<file path="src/rtl/xlw_pkg.sv">
package xlw_pkg;
    typedef enum logic [1:0] {
        W_IDLE  = 2'd0,
        W_ISSUE = 2'd1,
        W_WAIT  = 2'd2,
        W_DONE  = 2'd3
    } walk_state_e;

    localparam int PERM_W = 2;
    localparam logic [PERM_W-1:0] PERM_NONE = 2'b00;
    localparam logic [PERM_W-1:0] PERM_RW   = 2'b11;
endpackage

</file>
<file path="src/rtl/xlw_regs.sv">
module xlw_regs #(
    parameter int AW        = 32,
    parameter int CFG_AW    = 8,
    parameter int BASE_OFS  = 'h18,
    parameter int LIMIT_OFS = 'h20,
    parameter int INVAL_OFS = 'h28
) (
    input  logic              clk,
    input  logic              rst_n,
    input  logic              cfg_we,
    input  logic [CFG_AW-1:0] cfg_addr,
    input  logic [AW-1:0]     cfg_wdata,
    output logic [AW-1:0]     cfg_rdata,
    output logic [AW-1:0]     base_q,
    output logic [AW-1:0]     limit_q
);
    localparam int WORD_W = CFG_AW - 2;
    localparam logic [CFG_AW-1:0] BASE_A  = CFG_AW'(BASE_OFS);
    localparam logic [CFG_AW-1:0] LIMIT_A = CFG_AW'(LIMIT_OFS);
    localparam logic [CFG_AW-1:0] INVAL_A = CFG_AW'(INVAL_OFS);

    logic [WORD_W-1:0] word_sel;
    logic hit_base, hit_limit, hit_inval;
    logic unused_lsb;

    assign word_sel   = cfg_addr[CFG_AW-1:2];
    assign unused_lsb = ^cfg_addr[1:0];
    assign hit_base   = (word_sel == BASE_A[CFG_AW-1:2]);
    assign hit_limit  = (word_sel == LIMIT_A[CFG_AW-1:2]);
    assign hit_inval  = (word_sel == INVAL_A[CFG_AW-1:2]);

    always_ff @(posedge clk or negedge rst_n) begin
        if (!rst_n) begin
            base_q  <= '0;
            limit_q <= '0;
        end else if (cfg_we) begin
            if (hit_base)  base_q  <= cfg_wdata;
            if (hit_limit) limit_q <= cfg_wdata;
        end
    end

    always_comb begin
        cfg_rdata = '0;
        if (hit_base)       cfg_rdata = base_q;
        else if (hit_limit) cfg_rdata = limit_q;
    end

    // the invalidate offset is write-only and inert
    a_r6_inval_inert: assert property (@(posedge clk) disable iff (!rst_n)
        (cfg_we && hit_inval) |=> ($stable(base_q) && $stable(limit_q)));
endmodule

</file>
<file path="src/rtl/xlw_index.sv">
module xlw_index #(
    parameter int AW        = 32,
    parameter int PAGE_BITS = 12,
    parameter int ENT_SHIFT = 3
) (
    input  logic [AW-1:0] laddr,
    input  logic [AW-1:0] base,
    input  logic [AW-1:0] limit,
    output logic          in_range,
    output logic [AW-1:0] ent_addr
);
    localparam logic [AW-1:0] BASE_MASK = {1'b0, {(AW-1){1'b1}}};

    logic [AW-1:0] page_idx;
    logic [AW-1:0] entry_cnt;

    assign page_idx  = laddr >> PAGE_BITS;
    assign entry_cnt = limit >> ENT_SHIFT;
    assign in_range  = (page_idx < entry_cnt);
    assign ent_addr  = (base & BASE_MASK) + (page_idx << ENT_SHIFT);
endmodule

</file>
<file path="src/rtl/xlw_fsm.sv">
module xlw_fsm
    import xlw_pkg::*;
#(
    parameter int AW        = 32,
    parameter int PAGE_BITS = 12
) (
    input  logic                 clk,
    input  logic                 rst_n,
    input  logic                 req_valid,
    input  logic [PAGE_BITS-1:0] req_off,
    input  logic                 in_range,
    input  logic [AW-1:0]        ent_addr,
    output logic                 rsp_done,
    output logic [AW-1:0]        rsp_paddr,
    output logic                 rsp_fault,
    output logic [PERM_W-1:0]    rsp_perm,
    output logic                 mrd_valid,
    output logic [AW-1:0]        mrd_addr,
    input  logic                 mrd_ready,
    input  logic                 mrd_rsp_valid,
    input  logic [AW-1:0]        mrd_rsp_data,
    input  logic                 mrd_rsp_err
);
    walk_state_e state_q, state_d;

    logic [AW-1:0]        ent_q;
    logic [PAGE_BITS-1:0] off_q;
    logic [AW-1:0]        paddr_q;
    logic                 fault_q;
    logic [PERM_W-1:0]    perm_q;
    logic                 accept, accept_oob, rsp_take;
    logic                 unused_frame_lsb;

    assign unused_frame_lsb = ^mrd_rsp_data[PAGE_BITS-1:0];
    assign accept     = (state_q == W_IDLE) && req_valid;
    assign accept_oob = accept && !in_range;
    assign rsp_take   = (state_q == W_WAIT) && mrd_rsp_valid;

    // state register
    always_ff @(posedge clk or negedge rst_n) begin
        if (!rst_n) state_q <= W_IDLE;
        else        state_q <= state_d;
    end

    // transitions
    always_comb begin
        state_d = state_q;
        unique case (state_q)
            W_IDLE:  if (req_valid) state_d = in_range ? W_ISSUE : W_DONE;
            W_ISSUE: if (mrd_ready) state_d = W_WAIT;
            W_WAIT:  if (mrd_rsp_valid) state_d = W_DONE;
            W_DONE:  state_d = W_IDLE;
            default: state_d = W_IDLE;
        endcase
    end

    // walk context and result
    always_ff @(posedge clk or negedge rst_n) begin
        if (!rst_n) begin
            ent_q   <= '0;
            off_q   <= '0;
            paddr_q <= '0;
            fault_q <= 1'b0;
            perm_q  <= PERM_NONE;
        end else begin
            if (accept) begin
                ent_q <= ent_addr;
                off_q <= req_off;
            end
            if (accept_oob || (rsp_take && mrd_rsp_err)) begin
                paddr_q <= '0;
                fault_q <= 1'b1;
                perm_q  <= PERM_NONE;
            end else if (rsp_take) begin
                paddr_q <= {mrd_rsp_data[AW-1:PAGE_BITS], off_q};
                fault_q <= 1'b0;
                perm_q  <= PERM_RW;
            end
        end
    end

    // outputs
    always_comb begin
        mrd_valid = (state_q == W_ISSUE);
        mrd_addr  = ent_q;
        rsp_done  = (state_q == W_DONE);
        rsp_paddr = paddr_q;
        rsp_fault = fault_q;
        rsp_perm  = perm_q;
    end

    a_r2_oob_short: assert property (@(posedge clk) disable iff (!rst_n)
        accept_oob |=> (rsp_done && rsp_fault && !mrd_valid && rsp_perm == PERM_NONE));

    a_r3_issue_addr: assert property (@(posedge clk) disable iff (!rst_n)
        (accept && in_range) |=> (mrd_valid && mrd_addr == $past(ent_addr)));

    a_r4_frame_used: assert property (@(posedge clk) disable iff (!rst_n)
        (rsp_take && !mrd_rsp_err) |=> (rsp_done && !rsp_fault && rsp_perm == PERM_RW
            && rsp_paddr[AW-1:PAGE_BITS] == $past(mrd_rsp_data[AW-1:PAGE_BITS])));

    a_r5_err_faults: assert property (@(posedge clk) disable iff (!rst_n)
        (rsp_take && mrd_rsp_err) |=> (rsp_done && rsp_fault && rsp_paddr == '0));

    a_r7_read_hold: assert property (@(posedge clk) disable iff (!rst_n)
        (mrd_valid && !mrd_ready) |=> (mrd_valid && $stable(mrd_addr)));

    a_r7_done_pulse: assert property (@(posedge clk) disable iff (!rst_n)
        rsp_done |=> !rsp_done);

    a_r7_read_needs_req: assert property (@(posedge clk) disable iff (!rst_n)
        $rose(mrd_valid) |-> $past(req_valid));
endmodule

</file>
<file path="src/rtl/dma_xlate_walker.sv">
module dma_xlate_walker
    import xlw_pkg::*;
#(
    parameter int AW        = 32,
    parameter int CFG_AW    = 8,
    parameter int PAGE_BITS = 12,
    parameter int ENT_SHIFT = 3
) (
    input  logic              clk,
    input  logic              rst_n,
    input  logic              cfg_we,
    input  logic [CFG_AW-1:0] cfg_addr,
    input  logic [AW-1:0]     cfg_wdata,
    output logic [AW-1:0]     cfg_rdata,
    input  logic              req_valid,
    input  logic [AW-1:0]     req_addr,
    output logic              rsp_done,
    output logic [AW-1:0]     rsp_paddr,
    output logic              rsp_fault,
    output logic [PERM_W-1:0] rsp_perm,
    output logic              mrd_valid,
    output logic [AW-1:0]     mrd_addr,
    input  logic              mrd_ready,
    input  logic              mrd_rsp_valid,
    input  logic [AW-1:0]     mrd_rsp_data,
    input  logic              mrd_rsp_err
);
    logic [AW-1:0] base_q, limit_q, ent_addr;
    logic          in_range;

    xlw_regs #(.AW(AW), .CFG_AW(CFG_AW)) u_regs (
        .clk(clk), .rst_n(rst_n), .cfg_we(cfg_we), .cfg_addr(cfg_addr),
        .cfg_wdata(cfg_wdata), .cfg_rdata(cfg_rdata),
        .base_q(base_q), .limit_q(limit_q)
    );

    xlw_index #(.AW(AW), .PAGE_BITS(PAGE_BITS), .ENT_SHIFT(ENT_SHIFT)) u_index (
        .laddr(req_addr), .base(base_q), .limit(limit_q),
        .in_range(in_range), .ent_addr(ent_addr)
    );

    xlw_fsm #(.AW(AW), .PAGE_BITS(PAGE_BITS)) u_fsm (
        .clk(clk), .rst_n(rst_n), .req_valid(req_valid),
        .req_off(req_addr[PAGE_BITS-1:0]), .in_range(in_range), .ent_addr(ent_addr),
        .rsp_done(rsp_done), .rsp_paddr(rsp_paddr), .rsp_fault(rsp_fault),
        .rsp_perm(rsp_perm), .mrd_valid(mrd_valid), .mrd_addr(mrd_addr),
        .mrd_ready(mrd_ready), .mrd_rsp_valid(mrd_rsp_valid),
        .mrd_rsp_data(mrd_rsp_data), .mrd_rsp_err(mrd_rsp_err)
    );
endmodule

</file>
<file path="config.mk">
export PLATFORM = sky130hd
export DESIGN_NAME = dma_xlate_walker
export DESIGN_NICKNAME = d
export VERILOG_FILES = /design/src/rtl/xlw_pkg.sv /design/src/rtl/xlw_regs.sv /design/src/rtl/xlw_index.sv /design/src/rtl/xlw_fsm.sv /design/src/rtl/dma_xlate_walker.sv
export SDC_FILE = /design/constraint.sdc
export NUM_CORES = 1
export LEC_CHECK = 0
export BUFFER_PORTS_ARGS = -buffer_cell sky130_fd_sc_hd__buf_2
export CAP_MARGIN = 10
export CORE_MARGIN = 2
export CORE_UTILIZATION = 30
export DETAILED_ROUTE_END_ITERATION = 10
export GPL_TIMING_DRIVEN = 0
export HOLD_SLACK_MARGIN = 0.03
export PLACE_DENSITY = 0.61
export REMOVE_ABC_BUFFERS = 1
export SYNTH_ARGS = -nofsm -noshare
export SYNTH_HDL_FRONTEND = slang
export SYNTH_SLANG_ARGS = --single-unit
</file>
<file path="constraint.sdc">
create_clock -name clk -period 2.4 [get_ports clk]
set_clock_uncertainty 0.15 [all_clocks]
set_input_delay 0.12 -clock clk [delete_from_list [all_inputs] [get_ports clk]]
set_output_delay 0.12 -clock clk [all_outputs]
set_load 0.02 [all_outputs]
</file>
==> results.tsv <==
stage	metric	value	unit
run_status	outcome	finished, violations left	
run_status	violated checks	negative setup slack	
cells_and_area	layout cells sized above 1	0.3988	
setup_path	critical path class	reg2reg	
clock_network	CTS tree	done	
synth	Top FF cell, synth	dfrtp_1	
cells_and_area	final cell count without fillers	1363	
grt	vias in the first global route	6533	
grt	All-Layer GR Usage	0.1661	
cells_and_area	# fillers	2426	
grt	initial antenna violation count	0	
timing	Pins Over Slew Limit	0	
timing	post-layout min period	2.609	ns
synth	YS warnings	0	
place	Port Buffer Count	197	
timing	final worst-path setup slack	-0.2094	ns
pwr	Power Internal	6.461	mW
floorplan	die area	27040	µm²
clock_network	clock slew at reported path FFs	0.06	ns
route	Vias/cell	4.863	
place	Placed Cells incl. Taps	1236	
floorplan	Rows	58	
place	Placement Setup Slack	-0.6456	ns
synth	syn avg cell area	10.42	µm²
pwr	Switch Pwr	3.935	mW
synth	ranking of synthesized cells by area	dfrtp_1, mux2_2, ha_1	
timing	Hold Fails Final Rpt	0	
setup_path	CP Launch Type	register	
grt	first-pass GRT wire length	34910	µm
synth	Cell Area, Synth	7722	µm²
cells_and_area	# nets final	1176	
grt	GRT Residual Overflow	0	
place	dpl cell area	9156	µm²
setup_path	CP delay by family, top	compound AO/OA/AOI/OAI gates	
clock_network	H-tree depth	4	
timing	final setup vio count	9	
timing	Fin Setup TNS	-1.394	ns
synth	cell count after synthesis	741	
clock_network	CTS buffer count	17	
route	DR iter-0 viols	289	
setup_path	Worst Setup End Kind	register	
synth	EDFF count, synth	0	
setup_path	r2r setup slk	-0.21	ns
cells_and_area	# diodes	0	
setup_path	slowest CP cell	dfrtp_1	
synth	register area share after synthesis	0.4666	
place	final RePlAce weighted congestion	0.7786	
floorplan	core outline area	25250	µm²
synth	top-count cell post-synth	dfrtp_1	
floorplan	initial core utilization	0.3058	
synth	Async SR Flop Fraction	1.000	
synth	dominant cell type by area after synthesis	dfrtp_1	
grt	largest net degree at the start of global routing	86	
pwr	power share of the combinational group	0.383	
place	dpl hpwl	15670	µm
clock_network	Longest Clk Path Bufs	2	
timing	slew margin rel.	0.5256	
clock_network	clk_lat worst skew	0.42	ns
route	DRT Pass-1 Iters	4	
pwr	clock group share of total power	0.269	
route	Vias	6628	
synth	Yosys reg bits	144	
timing	worst slew pin tran	0.7093	ns
floorplan	die height	164.4	µm
synth	most frequent cells after synthesis	dfrtp_1, a21oi_1, nand2_1, mux2_2, ha_1	
setup_path	buffer and inverter count on the worst path	1	
cells_and_area	Post-Route Utilization	0.4422	
timing	Final period util	1.087	
route	Final ANT Viol Nets	0	
setup_path	Crit path largest cell delay	0.40	ns
run	max_cap viols	0	
hold_path	Hold WC Path Type	in2reg	
floorplan	Ports	212	
pwr	Pwr Total	10.40	mW
pwr	power density cells	930.9	nW/µm²
setup_path	worst path cell trace	ha_4, fa_2, a21oi_4, o22ai_4, a211oi_4, o211ai_4, a41oi_4, buf_6, xor2_2, o21ai_1	
route	WL/cell	16.71	µm
route	# DRC	0	
setup_path	Max FO, Critical Path	5	
cells_and_area	Layout area overhead	44.61	%
cells_and_area	Multi-input gate area	4332	µm²
floorplan	die width	164.4	µm
timing	RSZ-0062 raised after global routing	yes	
route	final WL	22770	µm
synth	Synth top area share	0.4666	
timing	worst hold margin	0.05445	ns
cells_and_area	design area	11170	µm²
setup_path	Worst EP arrival	2.76	ns
setup_path	Worst Path Required	2.55	ns
pwr	leak pwr	5.333	nW
pwr	worst vdd ir	0.0004142	V
clock_network	clk sinks	144	
clock_network	Root Buffer	clkbuf_16	
pwr	Reg power frac	0.349	
timing	Max Clk Rate	383.2	MHz
pwr	switch share	0.3786	
synth	synth unique cells	61	
cells_and_area	Seq. cell area	3605	µm²
[tightest hold or removal path: stages]
cell and delay, ns:
buf_2 0.11, inv_1 0.05, a222oi_1 0.14, nand2_1 0.10, o31ai_1 0.06
[power by group through the flow]
stage / sequential, mW / clock [mW] / combinational, mW
2_1_floorplan: 4.18 / 0 / 1.57
3_3_place_gp: 3.62 / 0 / 3.34
3_5_place_dp: 3.66 / 0 / 3.50
4_1_cts: 3.62 / 2.87 / 3.77
5_1_grt: 3.72 / 3.00 / 4.38
6_report: 3.62 / 2.79 / 3.98
[routing by layer]
| metal | track usage | up-vias | share of wire |
|---|---|---|---|
| met5 | 0 | - | 0 |
| met4 | 0.03913 | 0 | 0.011 |
| met3 | 0.04319 | 14 | 0.055 |
| met2 | 0.2847 | 155 | 0.48 |
| met1 | 0.2096 | 3235 | 0.45 |
| li1 | - | 3224 | - |
[registers in the layout, summed over array words and instances, names as in the netlist]
name,cells
u_fsm.state_q,2
u_regs.base_q,32
u_fsm.rsp_fault,1
u_fsm.rsp_perm,1
u_regs.limit_q,32
u_fsm.off_q,12
u_fsm.rsp_paddr,32
u_fsm.mrd_addr,32
[area by class of cell]
| type | instances | area share |
|---|---|---|
| Clock buffer | 18 | 0.03843 |
| Tap cell | 330 | 0.03697 |
| Sequential cell | 144 | 0.3228 |
| Multi-Input combinational cell | 526 | 0.3879 |
| Inverter | 29 | 0.009748 |
| Timing Repair Buffer | 302 | 0.1881 |
| Clock inverter | 14 | 0.01602 |
[placed cells by master, fill, tap and decap left out, types with 9 or more instances in the layout]
master / Yosys / layout
a21oi_2: 0 / 24
nor3b_1: 32 / 32
a21oi_1: 90 / 64
nand3_1: 10 / 9
nor2_1: 12 / 11
dfrtp_1: 144 / 143
buf_2: 2 / 196
a21o_1: 16 / 16
mux2_2: 63 / 63
nand2_1: 89 / 85
xnor2_1: 12 / 12
buf_4: 3 / 20
ha_4: 0 / 18
ha_1: 44 / 24
o21ai_0: 35 / 26
dlygate4sd3_1: 0 / 69
a22o_1: 32 / 32
inv_1: 29 / 28
clkbuf_16: 0 / 17
[worst paths after layout]
path	startpoint	endpoint	cells past startpoint
setup / recovery	u_regs.base_q[3]	u_fsm.mrd_addr[23]	10
hold / removal	mrd_rsp_valid	u_fsm.state_q[1]	5
setup reg to reg	u_regs.base_q[3]	u_fsm.mrd_addr[23]	10
hold reg to reg	u_fsm.off_q[8]	u_fsm.off_q[8]	2
max in group asynchronous	rst_n	u_regs.base_q[19]	3
min in group asynchronous	rst_n	u_fsm.rsp_paddr[23]	2
[repair_timing]
action,CTS,global route
hold buffers,69,0
resized for setup,39,62
buffers inserted,13,15
pin swaps,16,26
endpoints found under the hold margin,159,0
endpoints found under the setup margin,83,50
[cells by family (layout without fill, tap and decap cells)]
logic type / count (synthesis) / count (layout) / synth area share
AO/OA/AOI/OAI: 211 / 211 / 0.1758
AND/OR/NAND/NOR: 184 / 184 / 0.1262
flip-flops: 144 / 144 / 0.4666
buffers and inverters: 71 / 363 / 0.03872
multiplexers: 66 / 66 / 0.09608
adder cells (fa/ha/maj): 45 / 45 / 0.07388
XOR/XNOR: 20 / 20 / 0.02268
(Power assumes the default switching activity.)
